### config.mk
export PLATFORM = sky130hd
export DESIGN_NAME = dsc_chan
export DESIGN_NICKNAME = d
export VERILOG_FILES = /design/src/rtl/dsc_pkg.sv /design/src/rtl/dsc_addr_fifo.sv /design/src/rtl/dsc_ptr_decode.sv /design/src/rtl/dsc_chan.sv
export SDC_FILE = /design/constraint.sdc
export NUM_CORES = 1
export LEC_CHECK = 0
export BUFFER_PORTS_ARGS = -buffer_cell sky130_fd_sc_hd__buf_2
export CELL_PAD_IN_SITES_DETAIL_PLACEMENT = 1
export CELL_PAD_IN_SITES_GLOBAL_PLACEMENT = 2
export CORE_ASPECT_RATIO = 0.6
export CORE_UTILIZATION = 39
export DETAILED_ROUTE_END_ITERATION = 10
export HOLD_SLACK_MARGIN = 0.02
export PLACE_DENSITY = 0.92
export SLEW_MARGIN = 20
export SYNTH_ARGS = -nofsm -noshare
export SYNTH_HDL_FRONTEND = slang
export SYNTH_SLANG_ARGS = --single-unit
export TNS_END_PERCENT = 5
### constraint.sdc
create_clock -name clk -period 7.85 [get_ports clk]
set_input_delay 0.785 -clock clk [delete_from_list [all_inputs] [get_ports clk]]
set_output_delay 0.785 -clock clk [all_outputs]
set_load 0.03 [all_outputs]
### src/rtl/dsc_pkg.sv
package dsc_pkg;
    localparam int WORD_W     = 64;
    localparam int DESC_WORDS = 8;
    localparam int NUM_PTR    = DESC_WORDS - 1;
    localparam int LEN_W      = 16;
    localparam int LEN_LSB    = 48;
    localparam int EXT_W      = 8;
    localparam int EXT_LSB    = 40;
    localparam int NOTIFY_BIT = 0;

    typedef enum logic [2:0] {
        ST_IDLE,
        ST_FETCH_REQ,
        ST_FETCH_BEAT,
        ST_OFFER,
        ST_BUSY,
        ST_HALT
    } chan_state_t;
endpackage

### src/rtl/dsc_addr_fifo.sv
module dsc_addr_fifo #(
    parameter int AW    = 36,
    parameter int DEPTH = 8
) (
    input  logic          clk,
    input  logic          rst_n,
    input  logic          wr_en,
    input  logic [AW-1:0] wr_data,
    output logic          full,
    input  logic          rd_en,
    output logic          empty,
    output logic [AW-1:0] head
);
    // DEPTH must be a power of two so the pointers wrap naturally.
    localparam int PW = $clog2(DEPTH);

    logic [AW-1:0] mem [DEPTH];
    logic [PW-1:0] wr_ptr, rd_ptr;
    logic [PW:0]   count;
    logic          do_wr, do_rd;

    assign full  = (count == (PW+1)'(DEPTH));
    assign empty = (count == '0);
    assign head  = mem[rd_ptr];
    assign do_wr = wr_en && !full;
    assign do_rd = rd_en && !empty;

    always_ff @(posedge clk) begin
        if (!rst_n) begin
            wr_ptr <= '0;
            rd_ptr <= '0;
            count  <= '0;
        end else begin
            if (do_wr) begin
                mem[wr_ptr] <= wr_data;
                wr_ptr      <= wr_ptr + 1'b1;
            end
            if (do_rd) rd_ptr <= rd_ptr + 1'b1;
            if (do_wr && !do_rd)      count <= count + 1'b1;
            else if (!do_wr && do_rd) count <= count - 1'b1;
        end
    end


    no_overflow_chk: assert property (@(posedge clk) disable iff (!rst_n)
        (full && !rd_en) |=> (full && count == $past(count)));
endmodule

### src/rtl/dsc_ptr_decode.sv
module dsc_ptr_decode
    import dsc_pkg::*;
#(
    parameter int PTR_W = 36
) (
    input  logic [WORD_W-1:0] word,
    output logic [LEN_W-1:0]  len,
    output logic [EXT_W-1:0]  ext,
    output logic [PTR_W-1:0]  ptr
);
    // PTR_W is 32 or 36; bits above it up to the extent are reserved.
    assign len = word[LEN_LSB +: LEN_W];
    assign ext = word[EXT_LSB +: EXT_W];
    assign ptr = word[PTR_W-1:0];

    logic unused_rsvd;
    assign unused_rsvd = ^word[EXT_LSB-1:PTR_W];
endmodule

### src/rtl/dsc_chan.sv
module dsc_chan
    import dsc_pkg::*;
#(
    parameter int ADDR_W     = 36,
    parameter int PTR_W      = 36,
    parameter int FIFO_DEPTH = 8
) (
    input  logic                     clk,
    input  logic                     rst_n,
    input  logic                     push_valid,
    input  logic [ADDR_W-1:0]        push_addr,
    output logic                     push_full,
    output logic                     rd_req,
    output logic [ADDR_W-1:0]        rd_addr,
    input  logic                     rd_ack,
    input  logic                     rd_vld,
    input  logic [WORD_W-1:0]        rd_data,
    input  logic                     rd_err,
    output logic                     job_valid,
    input  logic                     job_ready,
    output logic [WORD_W-1:0]        job_hdr,
    output logic [NUM_PTR*LEN_W-1:0] job_len,
    output logic [NUM_PTR*EXT_W-1:0] job_ext,
    output logic [NUM_PTR*PTR_W-1:0] job_ptr,
    input  logic                     eu_done,
    output logic                     done_irq,
    output logic [ADDR_W-1:0]        last_addr,
    output logic                     err_flag,
    input  logic                     err_clr
);
    localparam int BEAT_W = $clog2(DESC_WORDS);
    localparam logic [BEAT_W-1:0] LAST_BEAT = BEAT_W'(DESC_WORDS - 1);

    chan_state_t       state, nxt;
    logic              fifo_empty, fifo_pop;
    logic [ADDR_W-1:0] fifo_head;
    logic [ADDR_W-1:0] cur_addr;
    logic [BEAT_W-1:0] beat_cnt;
    logic [WORD_W-1:0] words [DESC_WORDS];
    logic              head_zero;

    dsc_addr_fifo #(.AW(ADDR_W), .DEPTH(FIFO_DEPTH)) u_fifo (
        .clk     (clk),
        .rst_n   (rst_n),
        .wr_en   (push_valid),
        .wr_data (push_addr),
        .full    (push_full),
        .rd_en   (fifo_pop),
        .empty   (fifo_empty),
        .head    (fifo_head)
    );

    assign head_zero = (fifo_head == '0);

    // State register
    always_ff @(posedge clk) begin
        if (!rst_n) state <= ST_IDLE;
        else        state <= nxt;
    end

    // Transitions
    always_comb begin
        nxt = state;
        unique case (state)
            ST_IDLE:       if (!fifo_empty && !head_zero) nxt = ST_FETCH_REQ;
            ST_FETCH_REQ:  if (rd_ack) nxt = ST_FETCH_BEAT;
            ST_FETCH_BEAT: if (rd_vld) begin
                               if (rd_err)                    nxt = ST_HALT;
                               else if (beat_cnt == LAST_BEAT) nxt = ST_OFFER;
                           end
            ST_OFFER:      if (job_ready) nxt = ST_BUSY;
            ST_BUSY:       if (eu_done) nxt = ST_IDLE;
            ST_HALT:       if (err_clr) nxt = ST_IDLE;
            default:       nxt = ST_IDLE;
        endcase
    end

    // State-decoded outputs
    always_comb begin
        rd_req    = 1'b0;
        job_valid = 1'b0;
        err_flag  = 1'b0;
        fifo_pop  = 1'b0;
        unique case (state)
            ST_IDLE:       fifo_pop  = !fifo_empty;
            ST_FETCH_REQ:  rd_req    = 1'b1;
            ST_FETCH_BEAT: ;
            ST_OFFER:      job_valid = 1'b1;
            ST_BUSY:       ;
            ST_HALT:       err_flag  = 1'b1;
            default:       ;
        endcase
    end

    // Datapath registers
    always_ff @(posedge clk) begin
        if (!rst_n) begin
            cur_addr  <= '0;
            beat_cnt  <= '0;
            last_addr <= '0;
            done_irq  <= 1'b0;
            for (int i = 0; i < DESC_WORDS; i++) words[i] <= '0;
        end else begin
            done_irq <= 1'b0;
            if (state == ST_IDLE) begin
                beat_cnt <= '0;
                if (fifo_pop && !head_zero) cur_addr <= fifo_head;
            end
            if (state == ST_FETCH_BEAT && rd_vld && !rd_err) begin
                words[beat_cnt] <= rd_data;
                beat_cnt        <= beat_cnt + 1'b1;
            end
            if (state == ST_BUSY && eu_done) begin
                last_addr <= cur_addr;
                done_irq  <= words[0][NOTIFY_BIT];
            end
        end
    end

    assign rd_addr = cur_addr;
    assign job_hdr = words[0];

    for (genvar k = 0; k < NUM_PTR; k++) begin : g_dec
        dsc_ptr_decode #(.PTR_W(PTR_W)) u_dec (
            .word (words[k+1]),
            .len  (job_len[k*LEN_W +: LEN_W]),
            .ext  (job_ext[k*EXT_W +: EXT_W]),
            .ptr  (job_ptr[k*PTR_W +: PTR_W])
        );
    end


    rd_hold_chk: assert property (@(posedge clk) disable iff (!rst_n)
        (rd_req && !rd_ack) |=> (rd_req && $stable(rd_addr)));

    job_hold_chk: assert property (@(posedge clk) disable iff (!rst_n)
        (job_valid && !job_ready) |=> (job_valid && $stable(job_hdr)));

    one_job_chk: assert property (@(posedge clk) disable iff (!rst_n)
        job_valid |-> !rd_req);

    irq_pulse_chk: assert property (@(posedge clk) disable iff (!rst_n)
        done_irq |=> !done_irq);

    halt_hold_chk: assert property (@(posedge clk) disable iff (!rst_n)
        (err_flag && !err_clr) |=> (err_flag && !rd_req));
endmodule

Word-level counts from Yosys, hierarchy flattened

Memory sizes are Yosys's and may differ from the RTL's. A register that Yosys moved wholly into a read port is not among the register bits.
Cells that the tools add are included.

Word-level logic and storage cells: 82
Memories: 2
Register bits after elaboration: 89
Memory bits (writable): 800
Bits of input ports: 109
Output and inout port bits: 561

Memories:

| name       | depth | width | rd ports | clocked after memory_dff | write ports | line                | source |
|---|---|---|---|---|---|---|---|
| words      | 8     | 64    | 8        | 0                        | 8           | dsc_chan.sv:39      | `logic [WORD_W-1:0] words [DESC_WORDS];` |
| u_fifo.mem | 8     | 36    | 1        | 1                        | 1           | dsc_addr_fifo.sv:17 | `logic [AW-1:0] mem [DEPTH];` |

Muxes and demuxes: 29
Add/sub/neg operators: 5
Equality and inequality tests: 14
Reductions and logical operators: 24

Operator list:

| kind                                             | count |
|---|---|
| 2-to-1 mux 64 bit                                | 1 |
| OR reduction 64 bit                              | 1 |
| 2-to-1 mux 3 bit                                 | 13 |
| zero test 36 bit                                 | 1 |
| one-hot mux 3 bit (6 select lines)               | 1 |
| 2-to-1 mux 1 bit                                 | 12 |
| != test 2 bit, second input constant             | 6 |
| adder 3 x 1 -> 3 bit, second input constant      | 3 |
| == test 3 bit, second input constant             | 3 |
| logical AND 1 bit                                | 9 |
| 2-to-1 mux 4 bit                                 | 2 |
| AND reduction 7 bit                              | 1 |
| == test 3 x 2 -> 1 bit, second input constant    | 2 |
| zero test 1 bit                                  | 6 |
| adder 4 x 1 -> 4 bit, second input constant      | 1 |
| == test 4 bit, second input constant             | 1 |
| zero test 4 bit                                  | 1 |
| AND reduction 2 bit                              | 2 |
| nonzero test 2 bit                               | 2 |
| subtractor 4 x 1 -> 4 bit, second input constant | 1 |
| == test 3 x 1 -> 1 bit, second input constant    | 1 |
| zero test 3 bit                                  | 1 |
| != test 3 bit, second input constant             | 1 |

Depth between registers and ports, before layout

Gate-level depths: netlist of run 1.

Word-level depth: 8
Gate-level depth with buffers: 12
Gate-level depth less buffers: 12

By module

Synthesis of run 1 repeated with hierarchy kept, for this count alone.

Cells, all modules: 2,440
Area, all modules: 37,519.7 um2

By module, submodules not included:

| module         | times used | area an instance (um2) | cells an instance | sequential area each (um2) |
|---|---|---|---|---|
| dsc_chan       | 1          | 22,585.4               | 1,530             | 16,956.3 |
| dsc_addr_fifo  | 1          | 11,781.3               | 490               | 8,908.5 |
| dsc_ptr_decode | 7          | 450.4                  | 60                | 0.0 |

Worst setup path after synthesis of run 1

Ideal clock, no wire load.

Path kind: input to register
Start: input rd_err
End: memory words[6][0] (enable)
Required time: 7.289 ns
Cell stages on the path: 6
Path buffers: 1
Data arrival time: 5.755 ns
Setup time: 0.561 ns
Path slack: 1.534 ns
Path through: nor2_1 nand2_1 nor3_1 nand2b_1 clkbuf_1 o21ai_0

RTL lines:

| what            | line           | source |
|---|---|---|
| start, declared | dsc_chan.sv:18 | `input logic rd_err,` |
| end, declared   | dsc_chan.sv:39 |  |

==> results.cfg, run 1 <==
[placement]
place_hpwl_um = 73600
port_buffers = 669
gp_congestion = 0.878
place_area_mm2 = 0.0378

[cts]
cts_tree = done
cts_buffers = 82
cts-resized-gates = 0
ctsHoldBuffers = 0
clk_pin_slew_ns = 0.06
h-tree-depth = 3
root_buffer = clkbuf_16
cts_sinks = 864
clk_latency_ns = 0.66
cts_max_path_buffers = 3
cts_setup_buffers = 0

[grt]
antenna_found_initial = 12
grt_overflow = 0
grt_pass1_vias = 21600
grt_use_total = 0.245
grt_max_degree = 66
grt_pass1_wl_um = 151000

[timing]
hold_viol_final = 0
fin_tns_setup_ns = 0
fin_hold_ws_ns = 0.404
setup_viol = 0
rsz0062_at_grt = no
fmax_mhz = 227
finalClockSkew_ns = 0.0185
finalCriticalPeriod_ns = 4.41
timing.final.crit_share = 0.562
relSlewSlack = 0.259
drv_slew = 0
max_slew.worst_pin.slew_ns = 1.11

[worst_setup_path]
required_ns = 8.11
crit_type = input port to register
cp_max_fo = 65
arrival_ns = 4.67
reg2regPathDepth = 8
critPathCaptureType = register
startpoint_type = input port

[layout]
num-nets-final = 2830
area_delta_synth_final_pct = 22.4
stdcell_area_mm2 = 0.0404
drive_gt1_frac = 0.349

[power_and_ir_drop]
switching_share = 0.293
pwr-share-comb = 0.172
clkPwrFrac = 0.347
power.density_mw_per_mm2 = 282
intPower_mw = 8.06
p_total_mw = 11.4
p_sw_mw = 3.35
vdd_ir_drop_max_mv = 0.144
seqPwrFrac = 0.481
leakagePower_nw = 15.5

[detailed_routing]
vias = 21100
antenna_left = 0
drt_iter0_drc = 1969
routedWlPerCell_um = 27.9
finalWirelength_um = 109000
drt_pass1_iterations = 5
routed_via_density = 5.39
drc = 0

[logic_synthesis]
synth-compound-area-share = 0.0285
avgSynthCellArea_um2 = 16.3
yosys.area.top_type = edfxtp_1
synth_xor_area_frac = 0.00186
yosys_warnings = 0
synth_fp_nets = 2148
syn_area_mm2 = 0.0330
async_flop_share = 0
yosys.area_share.simple = 0.136
synth.ff_latch_count = 864
synth_adder_area_share = 0.00326
synth_top_family_by_area = simple AND/OR/NAND/NOR gates
yosys-top-cells-area = edfxtp_1 (70%), and2_1 (9.2%), dfxtp_1 (5.6%), mux4_2 (3.7%), mux2_2 (1.6%)
synth-edff-count = 772
yosysTopAreaCellShare = 0.702
synth_flop_cell = edfxtp_1
yosysUniqueCellTypes = 59
synthCells = 2031
ys_seq_area_frac = 0.758
synth.area.mux_share = 0.0563

[floorplan]
io_pins = 670
fp.dieW_um = 378
die_area_mm2 = 0.0858
row_count = 82
initial_core_util = 0.395
core_mm2 = 0.0836
dieHeight_um = 227

[outcome]
outcome = complete, no violations

[job]
maxCapViolCount = 0

[min_path]
hold_class = input port to register
hold_path_depth = 1
==> metrics by stage <==
| step | setup slack [ns] | std cells | utilization |
|---|---|---|---|
| final | 3.44 | 3915 | 0.483 |
| after global routing | 3.21 | 3910 | 0.483 |
| after CTS | 3.41 | 3909 | 0.483 |
| after detailed placement | 2.68 | 3763 | 0.452 |
| after global placement | 2.84 | 3763 | 0.452 |
| after floorplan | 1.53 | 2031 | - |
==> state kept, by name, summed over array words and instances (netlist names), named ones only <==
name / cells
rd_addr: 36
words: 484
beat_cnt: 3
last_addr: 36
done_irq: 1
u_fifo.mem: 288
state: 3
u_fifo.rd_ptr: 3
u_fifo.wr_ptr: 3
u_fifo.count: 4
==> path summary, 6_finish.rpt <==
path / start / endpoint / slack [ns]
worst min-delay path: push_addr[22] / u_fifo.mem[5][22]$_DFFE_PP_ / 0.40
worst max register to register: state[1]$_SDFFE_PN0P_ / words[0][27]$_SDFFCE_PN0P_ / 3.46
worst min register to register: last_addr[21]$_SDFFE_PN0P_ / last_addr[21]$_SDFFE_PN0P_ / 0.46
worst max-delay path: rst_n / words[0][27]$_SDFFCE_PN0P_ / 3.44
==> cell families (layout without fill, tap and decap cells) <==
logic type               count (synthesis)  after routing
XOR/XNOR                                 7              7
AO/OA/AOI/OAI                          137            137
adder cells (fa/ha/maj)                  8              8
AND/OR/NAND/NOR                        788            788
flip-flops                             864            864
buffers and inverters                  118            862
other                                    0              6
multiplexers                           109            109
==> synth_stat cells, types with 5 or more instances <==
cell type,n
a21oi_1,49
and2_1,485
buf_2,9
buf_6,6
clkbuf_1,89
dfxtp_1,92
edfxtp_1,772
ha_1,7
inv_1,6
mux2_2,47
mux2i_1,6
mux4_2,54
nand2_1,128
nand2b_1,10
nand3_1,58
nand4_1,5
nor2_1,41
nor3_1,14
nor4_2,7
o211ai_1,24
o21ai_0,11
o22ai_1,19
o311ai_1,5
o311ai_2,7
or3_1,17
==> cell type report <==
class	instances	area (um^2)
tap	1134	1420
sequential	864	25000
clock inverter	40	365
antenna	6	15.0
multi-input combinational	1049	7670
timing repair buffer	708	3640
fill	8403	43200
clock buffer	106	2220
inverter	8	30.0
==> critical path, stage by stage <==
cell	delay, ns
buf_4	0.41
clkinv_1	0.15
buf_4	0.19
nor3_1	0.51
nand2b_1	0.54
nor3_2	0.24
buf_4	0.60
nand2b_4	0.34
buf_4	0.72
==> routing by layer <==
| metal | track usage | part of all wire | vias up | wire length (um) |
|---|---|---|---|---|
| li1 | - | - | 8844 | - |
| met1 | 0.330 | 0.40 | 11000 | 44000 |
| met2 | 0.390 | 0.48 | 1015 | 52300 |
| met3 | 0.0533 | 0.079 | 229 | 8620 |
| met4 | 0.0947 | 0.040 | 8 | 4320 |
| met5 | 0 | 0.00048 | - | 52 |
==> layout by cell type, fill, tap and decap left out, types with 33 or more instances in the layout <==
cell type / n
nor2_1: 33
buf_4: 40
a21oi_1: 49
mux4_2: 54
edfxtp_1: 772
and2_1: 485
clkbuf_16: 85
dfxtp_1: 89
nand3_1: 58
nand2_1: 128
buf_2: 668
mux2_2: 47
==> power groups by stage <==
stage / combinational, mW / clock (mW) / sequential (mW)
2_1_floorplan: 0.920 / 0 / 5.88
3_3_place_gp: 1.87 / 0 / 5.56
3_5_place_dp: 1.94 / 0 / 5.58
4_1_cts: 1.96 / 4.01 / 5.49
5_1_grt: 2.06 / 4.15 / 5.52
6_report: 1.96 / 3.96 / 5.49
Note: power is estimated with default switching activity, not from simulation.
==> inputs of run 2 (changes only) <==
CORE_UTILIZATION = 35   (was 39)
PLACE_DENSITY = 0.88   (was 0.92)
clock period = 3.8 ns   (was 7.85 ns; I/O delays follow)
==> results.cfg, run 2 (synthesized netlist as in run 1, its figures left out) <==
[outcome]
outcome = complete, no violations

[detailed_routing]
drc = 0
antenna_left = 0
vias = 21000
finalWirelength_um = 113000
drt_iter0_drc = 1684
routedWlPerCell_um = 27.6
routed_via_density = 5.14
drt_pass1_iterations = 5

[min_path]
hold_class = input port to register

[timing]
hold_viol_final = 0
timing.final.crit_share = 0.938
setup_ws_ns = 0.235
drv_slew = 0
rsz0062_at_grt = no
relSlewSlack = 0.311
finalClockSkew_ns = 0.0277
finalCriticalPeriod_ns = 3.56
fmax_mhz = 281
setup_viol = 0
max_slew.worst_pin.slew_ns = 1.03

[cts]
cts_tree = done
cts_max_path_buffers = 3
cts_setup_buffers = 0
clk_pin_slew_ns = 0.07
root_buffer = clkbuf_16
h-tree-depth = 3
cts_buffers = 84
cts-resized-gates = 0
clk_latency_ns = 0.66
cts_sinks = 864

[floorplan]
core_mm2 = 0.0926
dieHeight_um = 240
initial_core_util = 0.356
die_area_mm2 = 0.0956
fp.dieW_um = 398
io_pins = 670
row_count = 86

[grt]
grt_max_degree = 72
grt_overflow = 0
grt_use_total = 0.229
grt_pass1_vias = 21400
grt_pass1_wl_um = 157000
antenna_found_initial = 17

[placement]
dp_slack_ns = 0.363
port_buffers = 669
gp_congestion = 0.851
place_hpwl_um = 77200

[worst_setup_path]
required_ns = 4.33
arrival_ns = 4.10
cp_max_fo = 35
critPathCaptureType = register
startpoint_type = register
crit_type = register to register

[layout]
num-nets-final = 2886
seqCellArea_mm2 = 0.0250
mostFrequentLayoutCell = edfxtp_1
drive_gt1_frac = 0.355
top_register = words
final_util = 0.447
multi_input_area_mm2 = 0.00766
fillerInstances = 9379
final_cell_mix = edfxtp_1 (772), buf_2 (668), and2_1 (485)
top_regs = words (484), u_fifo.mem (288)
area_delta_synth_final_pct = 25.5
largest_reg_flops = 484

[job]
maxCapViolCount = 0

[power_and_ir_drop]
leakagePower_nw = 15.9
power.density_mw_per_mm2 = 588
vdd_ir_drop_max_mv = 0.333
p_total_mw = 24.4
[run 2: cell types whose count changed in the layout (fill, tap and decap cells not counted), moves of 6 or more]
| cell | delta |
|---|---|
| bufinv_16 | +6 |
| clkinv_1 | -7 |
| buf_12 | +8 |
| clkinv_2 | +7 |
| dlygate4sd3_1 | +38 |
| buf_4 | +8 |
[run 2: what timing repair did]
action | in CTS | in global routing
hold buffers | 38 | 0
endpoints found under the setup margin | 0 | 0
endpoints found under the hold margin | 283 | 0
[run 2: layer usage]
layer / global-route usage / up-vias / share of wire
li1: - / 8977 / -
met1: 0.315 / 11000 / 0.42
met2: 0.361 / 816 / 0.47
met3: 0.0438 / 201 / 0.061
met4: 0.0877 / 4 / 0.040
met5: 0 / - / 0.00030
[run 2: power by group]
group	total, mW	internal, mW	switching (mW)	leakage, nW
Sequential	11.4	10.9	0.536	8.35
Clock	8.88	5.13	3.75	1.41
Combinational	4.10	1.37	2.72	6.13
Total	24.4	17.4	7.01	15.9
[run 2: final timing paths]
kind	from	to	slack, ns	depth (start not counted)
hold / removal	rd_data[26]	words[0][26]$_SDFFCE_PN0P_	0.13	2
setup / recovery	register	state[0]$_SDFFE_PN0P_	0.24	7
hold reg to reg	last_addr[21]$_SDFFE_PN0P_	last_addr[21]$_SDFFE_PN0P_	0.46	2
setup reg to reg	register	state[0]$_SDFFE_PN0P_	0.24	7
[run 2: final cells by class]
class / instances / share of cell area
Antenna cell: 11 / 0.000664
Clock buffer: 107 / 0.0563
Clock inverter: 51 / 0.0138
Inverter: 8 / 0.000725
Multi-Input combinational cell: 1049 / 0.185
Sequential cell: 864 / 0.604
Tap cell: 1232 / 0.0372
Timing Repair Buffer: 762 / 0.102
[run 2: worst max-delay path, cell delays in order (launching register included)]
cell      delay [ns]
dfxtp_4         0.80
buf_4           0.32
mux4_2          0.34
nor4_2          0.50
nand4b_2        0.32
a211o_1         0.64
nor4_2          0.37
o21ai_1         0.14
[run 2: through the flow]
stage | TNS, ns | instances | hold WS, ns | cell area [um^2]
2_1_floorplan | -282.95 | 2031 | 0.448 | 33000
3_3_place_gp | 0 | 3877 | 0.439 | 38100
3_5_place_dp | 0 | 3877 | 0.447 | 38100
4_1_cts | 0 | 4073 | 0.0718 | 41400
5_1_grt | 0 | 4076 | 0.101 | 41400
6_report | 0 | 4084 | 0.126 | 41400
